File: config.mk
export PLATFORM = sky130hd
export DESIGN_NAME = sio_cfg_unlock
export DESIGN_NICKNAME = d
export VERILOG_FILES = /design/src/rtl/sio_cfg_pkg.sv /design/src/rtl/sio_key_seq.sv /design/src/rtl/sio_cfg_regs.sv /design/src/rtl/sio_cfg_unlock.sv
export SDC_FILE = /design/constraint.sdc
export NUM_CORES = 1
export LEC_CHECK = 0
export ABC_AREA = 0
export CORE_MARGIN = 1.5
export CORE_UTILIZATION = 50
export CTS_CLUSTER_DIAMETER = 40
export DETAILED_ROUTE_END_ITERATION = 10
export GPL_ROUTABILITY_DRIVEN = 0
export PLACE_DENSITY = 0.75
export SLEW_MARGIN = 0
export SYNTH_ARGS = -nofsm -noshare
export SYNTH_HDL_FRONTEND = slang
export SYNTH_HIERARCHICAL = 1
export SYNTH_SLANG_ARGS = --single-unit
export TNS_END_PERCENT = 50
File: constraint.sdc
create_clock -name clk -period 2.65 [get_ports clk]
set_input_delay 0.265 -clock clk [delete_from_list [all_inputs] [get_ports clk]]
set_output_delay 0.265 -clock clk [all_outputs]
set_load 0.05 [all_outputs]
File: src/rtl/sio_cfg_pkg.sv
package sio_cfg_pkg;

  typedef enum logic [2:0] {
    ST_IDLE, ST_K1, ST_K2, ST_K3, ST_UNLOCK, ST_CFG
  } seq_state_e;

  localparam logic [7:0] KEY_B1 = 8'h86;
  localparam logic [7:0] KEY_B2 = 8'h80;
  localparam logic [7:0] KEY_LO = 8'h55;
  localparam logic [7:0] KEY_HI = 8'hAA;

  localparam logic [7:0] IDX_CTRL   = 8'h02;
  localparam logic [7:0] IDX_LDN    = 8'h07;
  localparam logic [7:0] IDX_PERMIT = 8'h23;
  localparam logic [7:0] IDX_CLK    = 8'h24;
  localparam logic [7:0] IDX_ACT    = 8'h30;
  localparam logic [7:0] EXIT_CODE  = 8'h02;

  // next byte of the unlock stream: shift right, feedback of the two low bits
  function automatic logic [7:0] unlock_next(input logic [7:0] b);
    return {b[0] ^ b[1], b[7:1]};
  endfunction

  // {valid, base} from key bytes three and four
  function automatic logic [16:0] base_decode(input logic [7:0] k3, input logic [7:0] k4);
    logic [16:0] r;
    r = '0;
    if (k3 == KEY_LO && k4 == KEY_LO)      r = {1'b1, 16'h03F0};
    else if (k3 == KEY_LO && k4 == KEY_HI) r = {1'b1, 16'h03BD};
    else if (k3 == KEY_HI && k4 == KEY_LO) r = {1'b1, 16'h0370};
    return r;
  endfunction

endpackage

File: src/rtl/sio_key_seq.sv
module sio_key_seq
  import sio_cfg_pkg::*;
#(
  parameter logic [15:0] KEY_PORT    = 16'h0279,
  parameter int          UNLOCK_LEN  = 32,
  parameter logic [7:0]  UNLOCK_SEED = 8'h6A
) (
  input  logic        clk,
  input  logic        rst,
  input  logic        wr,
  input  logic [15:0] addr,
  input  logic [7:0]  wdata,
  input  logic        exit_req,
  output logic        cfg_mode,
  output logic [15:0] base
);
  localparam int CW = $clog2(UNLOCK_LEN);
  localparam logic [CW-1:0] LAST = CW'(UNLOCK_LEN - 1);

  seq_state_e  state_q;
  logic [7:0]  third_q;
  logic [7:0]  exp_q;
  logic [CW-1:0] cnt_q;
  logic [15:0] base_q;

  logic key_wr, base_wr, key_miss, unl_miss, miss_evt, last_match;
  logic [16:0] dec;
  seq_state_e restart_st;

  assign key_wr     = wr && (addr == KEY_PORT);
  assign base_wr    = wr && (addr == base_q);
  assign dec        = base_decode(third_q, wdata);
  assign restart_st = (wdata == KEY_B1) ? ST_K1 : ST_IDLE;

  assign key_miss = key_wr && (
      (state_q == ST_K1 && wdata != KEY_B2) ||
      (state_q == ST_K2 && !(wdata == KEY_LO || wdata == KEY_HI)) ||
      (state_q == ST_K3 && !dec[16]));
  assign unl_miss   = base_wr && (state_q == ST_UNLOCK) && (wdata != exp_q);
  assign miss_evt   = key_miss || unl_miss;
  assign last_match = base_wr && (state_q == ST_UNLOCK) && (wdata == exp_q) && (cnt_q == LAST);

  always_ff @(posedge clk) begin
    if (rst) begin
      state_q <= ST_IDLE;
      third_q <= '0;
      exp_q   <= UNLOCK_SEED;
      cnt_q   <= '0;
      base_q  <= 16'h03F0;
    end else begin
      case (state_q)
        ST_IDLE: if (key_wr && wdata == KEY_B1) state_q <= ST_K1;
        ST_K1:   if (key_wr) state_q <= (wdata == KEY_B2) ? ST_K2 : restart_st;
        ST_K2:   if (key_wr) begin
          if (wdata == KEY_LO || wdata == KEY_HI) begin
            state_q <= ST_K3;
            third_q <= wdata;
          end else begin
            state_q <= restart_st;
          end
        end
        ST_K3:   if (key_wr) begin
          if (dec[16]) begin
            state_q <= ST_UNLOCK;
            base_q  <= dec[15:0];
            cnt_q   <= '0;
            exp_q   <= UNLOCK_SEED;
          end else begin
            state_q <= restart_st;
          end
        end
        ST_UNLOCK: if (base_wr) begin
          if (wdata != exp_q) begin
            state_q <= ST_IDLE;
          end else if (cnt_q == LAST) begin
            state_q <= ST_CFG;
          end else begin
            cnt_q <= cnt_q + 1'b1;
            exp_q <= unlock_next(exp_q);
          end
        end
        ST_CFG:  if (exit_req) state_q <= ST_IDLE;
        default: state_q <= ST_IDLE;
      endcase
    end
  end

  assign cfg_mode = (state_q == ST_CFG);
  assign base     = base_q;

  // configuration mode only follows a matching final unlock byte
  a_r2_enter_on_last: assert property (@(posedge clk) disable iff (rst)
    $rose(cfg_mode) |-> $past(last_match));

  // any miss drops back to idle or to the restarted first key byte
  a_r3_miss_to_idle: assert property (@(posedge clk) disable iff (rst)
    miss_evt |=> (state_q == ST_IDLE || state_q == ST_K1));

  // the decoded base is always one of the three legal ones
  a_r1_base_legal: assert property (@(posedge clk) disable iff (rst)
    cfg_mode |-> (base_q == 16'h03F0 || base_q == 16'h03BD || base_q == 16'h0370));

endmodule

File: src/rtl/sio_cfg_regs.sv
module sio_cfg_regs
  import sio_cfg_pkg::*;
#(
  parameter int NUM_DEV = 5
) (
  input  logic               clk,
  input  logic               rst,
  input  logic               cfg_mode,
  input  logic [15:0]        base,
  input  logic               wr,
  input  logic               rd,
  input  logic [15:0]        addr,
  input  logic [7:0]         wdata,
  output logic [7:0]         rdata,
  output logic [NUM_DEV-1:0] dev_en,
  output logic               clk_sel,
  output logic               suspend,
  output logic               exit_req
);
  logic [7:0]         idx_q, ldn_q;
  logic [NUM_DEV-1:0] permit_q, act_q;
  logic               clk_sel_q, susp_q;

  logic [15:0] data_addr;
  logic idx_wr, dat_wr, idx_rd, dat_rd, ldn_valid, act_sel;

  assign data_addr = base + 16'd1;
  assign idx_wr    = cfg_mode && wr && (addr == base);
  assign dat_wr    = cfg_mode && wr && (addr == data_addr);
  assign idx_rd    = cfg_mode && rd && (addr == base);
  assign dat_rd    = cfg_mode && rd && (addr == data_addr);
  assign ldn_valid = (ldn_q < 8'(NUM_DEV));
  assign exit_req  = dat_wr && (idx_q == IDX_CTRL) && (wdata == EXIT_CODE);

  always_ff @(posedge clk) begin
    if (rst) begin
      idx_q     <= '0;
      ldn_q     <= '0;
      permit_q  <= '0;
      clk_sel_q <= 1'b1;
      susp_q    <= 1'b1;
    end else begin
      if (idx_wr) idx_q <= wdata;
      if (dat_wr) begin
        case (idx_q)
          IDX_LDN:    ldn_q    <= wdata;
          IDX_PERMIT: permit_q <= wdata[NUM_DEV-1:0];
          IDX_CLK:    {clk_sel_q, susp_q} <= wdata[1:0];
          default: ;
        endcase
      end
    end
  end

  // one activate bit per logical device, written through the bank window
  for (genvar g = 0; g < NUM_DEV; g++) begin : g_dev
    always_ff @(posedge clk) begin
      if (rst) act_q[g] <= 1'b0;
      else if (dat_wr && idx_q == IDX_ACT && ldn_q == 8'(g)) act_q[g] <= wdata[0];
    end
    assign dev_en[g] = act_q[g] & permit_q[g];
  end

  always_comb begin
    act_sel = 1'b0;
    for (int i = 0; i < NUM_DEV; i++)
      if (ldn_q == 8'(i)) act_sel = act_q[i];
  end

  always_comb begin
    rdata = 8'hFF;
    if (idx_rd) begin
      rdata = idx_q;
    end else if (dat_rd) begin
      case (idx_q)
        IDX_LDN:    rdata = ldn_q;
        IDX_PERMIT: rdata = 8'(permit_q);
        IDX_CLK:    rdata = {6'b0, clk_sel_q, susp_q};
        IDX_ACT:    rdata = ldn_valid ? {7'b0, act_sel} : 8'hFF;
        default:    rdata = 8'hFF;
      endcase
    end
  end

  assign clk_sel = clk_sel_q;
  assign suspend = susp_q;

  // locked mode leaves every configuration register untouched
  a_r4_locked_no_change: assert property (@(posedge clk) disable iff (rst)
    !cfg_mode |=> ($stable(act_q) && $stable(permit_q) && $stable(idx_q) && $stable(ldn_q)));

  // an activate bit only moves while a valid device is selected
  a_r6_act_bank_valid: assert property (@(posedge clk) disable iff (rst)
    (act_q != $past(act_q)) |-> ($past(ldn_q) < 8'(NUM_DEV)));

  // permit register never shows reserved bits
  a_r7_reserved_zero: assert property (@(posedge clk) disable iff (rst)
    (dat_rd && idx_q == IDX_PERMIT) |-> (rdata[7:5] == 3'b000));

endmodule

File: src/rtl/sio_cfg_unlock.sv
module sio_cfg_unlock
  import sio_cfg_pkg::*;
#(
  parameter logic [15:0] KEY_PORT    = 16'h0279,
  parameter int          UNLOCK_LEN  = 32,
  parameter logic [7:0]  UNLOCK_SEED = 8'h6A,
  parameter int          NUM_DEV     = 5
) (
  input  logic               clk,
  input  logic               rst,
  input  logic [15:0]        io_addr,
  input  logic               io_wr,
  input  logic               io_rd,
  input  logic [7:0]         io_wdata,
  output logic [7:0]         io_rdata,
  output logic               cfg_mode,
  output logic [NUM_DEV-1:0] dev_en,
  output logic               clk_sel,
  output logic               suspend
);
  logic [15:0] base;
  logic        exit_req;

  sio_key_seq #(
    .KEY_PORT(KEY_PORT), .UNLOCK_LEN(UNLOCK_LEN), .UNLOCK_SEED(UNLOCK_SEED)
  ) u_seq (
    .clk(clk), .rst(rst), .wr(io_wr), .addr(io_addr), .wdata(io_wdata),
    .exit_req(exit_req), .cfg_mode(cfg_mode), .base(base)
  );

  sio_cfg_regs #(.NUM_DEV(NUM_DEV)) u_regs (
    .clk(clk), .rst(rst), .cfg_mode(cfg_mode), .base(base),
    .wr(io_wr), .rd(io_rd), .addr(io_addr), .wdata(io_wdata),
    .rdata(io_rdata), .dev_en(dev_en), .clk_sel(clk_sel),
    .suspend(suspend), .exit_req(exit_req)
  );

  // the exit command always drops configuration mode next cycle
  a_r10_exit_drops: assert property (@(posedge clk) disable iff (rst)
    exit_req |=> !cfg_mode);

  // nothing but 0xFF is visible while locked
  a_r4_locked_reads_ff: assert property (@(posedge clk) disable iff (rst)
    !cfg_mode |-> (io_rdata == 8'hFF));

  // clock and suspend bits hold while locked
  a_r9_locked_hold: assert property (@(posedge clk) disable iff (rst)
    !cfg_mode |=> ($stable(clk_sel) && $stable(suspend) && $stable(dev_en)));

endmodule

==> results of run 1 <==
==> layout make-up <==
type	count	area [sq um]	share of cell area
clock buffers	5	68.8	0.0134
repair buffers	94	883	0.172
multi-input cells	409	2840	0.554
inverters	12	45.0	0.00877
well taps	102	128	0.0248
flip-flops and latches	56	1130	0.219
clock inverters	3	42.5	0.00828
==> stage by stage <==
step	cell area, sq um	hold WS, ns	instances	utilization
after global routing	5140	0.506	681	0.661
final	5140	0.477	681	0.661
after CTS	4980	0.483	676	0.641
after global placement	4760	0.452	667	0.613
after floorplan	4080	0.337	519	-
after detailed placement	4760	0.466	667	0.613
==> sequential cells by signal, summed over array words and instances (netlist names) <==
register,count
u_regs/permit_q,5
u_regs/idx_q,8
u_seq/exp_q,8
u_regs/suspend,1
u_seq/cnt_q,5
u_regs/ldn_q,8
u_regs/clk_sel,1
u_regs/act_q,5
u_seq/base,4
u_seq/third_q,8
u_seq/state_q,3
==> routing by layer <==
layer	up-vias	global-route usage	wire, um	part of all wire
li1	2060	-	-	-
met1	2088	0.360	5210	0.43
met2	156	0.471	5970	0.49
met3	32	0.0468	752	0.062
met4	0	0.0783	260	0.021
met5	-	0	0	0
==> power by group <==
part           switching, mW  total (mW)  internal (mW)
Clock                  0.301       0.582          0.280
Combinational          0.114       0.214          0.100
Sequential     0.00000000903       0.840          0.840
==> what timing repair did <==
| action | in CTS | in global routing |
|---|---|---|
| setup endpoints to repair | 8 | 11 |
| pin swaps | 4 | 8 |
| gates cloned | 0 | 2 |
| gates resized for setup | 18 | 17 |
| setup buffers | 1 | 3 |
==> cells in the mapped netlist (9+ instances only) <==
| master | number | share of area |
|---|---|---|
| o31ai_1 | 19 | 0.035 |
| a21oi_1 | 46 | 0.057 |
| clkbuf_1 | 19 | 0.018 |
| mux2i_1 | 9 | 0.022 |
| inv_1 | 12 | 0.011 |
| nand2_1 | 42 | 0.039 |
| nor4_1 | 17 | 0.026 |
| a31oi_1 | 11 | 0.017 |
| and2_1 | 9 | 0.014 |
| xor2_1 | 27 | 0.058 |
| nor2_1 | 35 | 0.032 |
| buf_4 | 13 | 0.024 |
| nand4_1 | 31 | 0.048 |
| o21ai_0 | 18 | 0.022 |
| nand3_1 | 10 | 0.012 |
| dfxtp_1 | 56 | 0.28 |
==> logic make-up after synthesis <==
family	count (synthesis)	share of synthesized area
fa+ha+maj	3	0.00928
mux	11	0.0334
simple gates	217	0.319
compound gates	137	0.222
flops	56	0.277
xor+xnor	34	0.0736
buf+inv	54	0.0650
other cells	1	0.000927
==> worst max path at each step <==
stage                                    endpoint                       start  slack [ns]
floorplan                             io_rdata[2]  u_seq/base[3]$_SDFFE_PP0P_       -0.05
global placement                      io_rdata[4]                 io_addr[12]        -0.1
detailed placement  u_seq/state_q[0]$_SDFFE_PP0P_                  io_addr[0]       -0.10
CTS                                   io_rdata[6]  u_seq/base[3]$_SDFFE_PP0P_      0.0007
global route                          io_rdata[4]  u_seq/base[3]$_SDFFE_PP0P_       -0.09
finish                                io_rdata[4]                  io_addr[7]       0.001
==> critical path, cell delays in order <==
cell and delay [ns]:
clkdlybuf4s50_1 0.52, xor2_1 0.30, buf_4 0.17, nor4_1 0.04, nand4_1 0.15, nand4_1 0.16, nor4b_4 0.25, buf_6 0.18
a41oi_2 0.14, buf_6 0.19
==> run metrics, run 1 <==
Post-synth EDFFs 0; Seq/Total Area, Yosys 0.277; first-pass GRT wire length 19500 um; Max Freq 377 MHz; syn_area_per_cell 7.89 sq um; Syn Inst Count 513; Hold Path Depth 2; commonest non-fill, non-tap cell in the layout dfxtp_1; CTS Buf Count 5; min-delay worst type flop to flop; min cycle time layout 2.65 ns; r2r worst-path depth 9; Yosys reg bits 56; Ys Warns 6; Initial Utilization 0.521; R2R setup slack 0.04 ns; asr flop ratio synth 0; largest net degree at the start of global routing 35; initial antenna violation count 0; post-cts hold buffer count 0; drt wl/cell 17.9 um; TNS Setup 0 ns; drt pass-1 iters 7; GRT Util Overall 0.278; Clock Tree Root clkbuf_8; post-synthesis cell area 0.00405 sq mm; final WL 12200 um; CORE AREA 0.00777 sq mm; number of port buffers 43; Max Cap Viol 0; Fin Clk Skew 0.0117 ns; Final HPWL DP 8620 um; vias in the first global route 4058; synth-to-layout area growth 27.0%; Final period util 1.00; vias per cell 6.37; post-route ant nets 0; number of antenna diodes 0; # H-tree levels 2; hold path start u_seq/third_q[6]$_SDFFE_PP0P_; VDD IR-drop max 240 uV; post-place setup slack -0.102 ns; Synth cell types 73; fraction of layout cells with a size suffix above 1 0.197; CP Max Fanout 8; nature of the critical path endpoint output pin; total gr overflow 0; required time worst endpoint 2.38 ns; total power 1.64 mW; CTS tree yes; Leak 1.70 nW; Cell Rows 32; count of final setup violators 0; FF-to-FF End u_seq/exp_q[6]$_SDFFE_PP1P_; clock buffer depth 2; Slew Limit Fails 0; status completed; IO Count 44; Die ar. 0.00864 sq mm; CP Data Arrival Time 2.38 ns; commonest non-fill, non-tap cells in the layout dfxtp_1, buf_4, a21oi_1, nand2_1, clkdlybuf4s50_1; Die Y 92.9 um; final net count 609; Critical Path Start Type primary input; Crit Path Category primary input to output pin; endpoints failing hold 0; Chip Width 92.9 um; drc violations 0; Worst-Skew Late Latency 0.32 ns; WHS Endpoint u_seq/third_q[6]$_SDFFE_PP0P_; final setup margin 0.000972 ns; Vias 4336; Filler Cell Count 645; pwr/cell area 318 mW/mm^2; unrepaired setup endpoints after global routing yes; clock slew at reported path FFs 0.09 ns; DR iter-0 viols 308; reg2reg start u_seq/base[3]$_SDFFE_PP0P_; dominant synthesized flop cell dfxtp_1; number of clock sinks 56
Power figures use the tool's default switching activity.
==> run 2: changes to the inputs <==
- CTS_CLUSTER_SIZE: not set -> 10
==> results of run 2 <==
No change in the layout: final DEF, timing and power equal those of run 1.
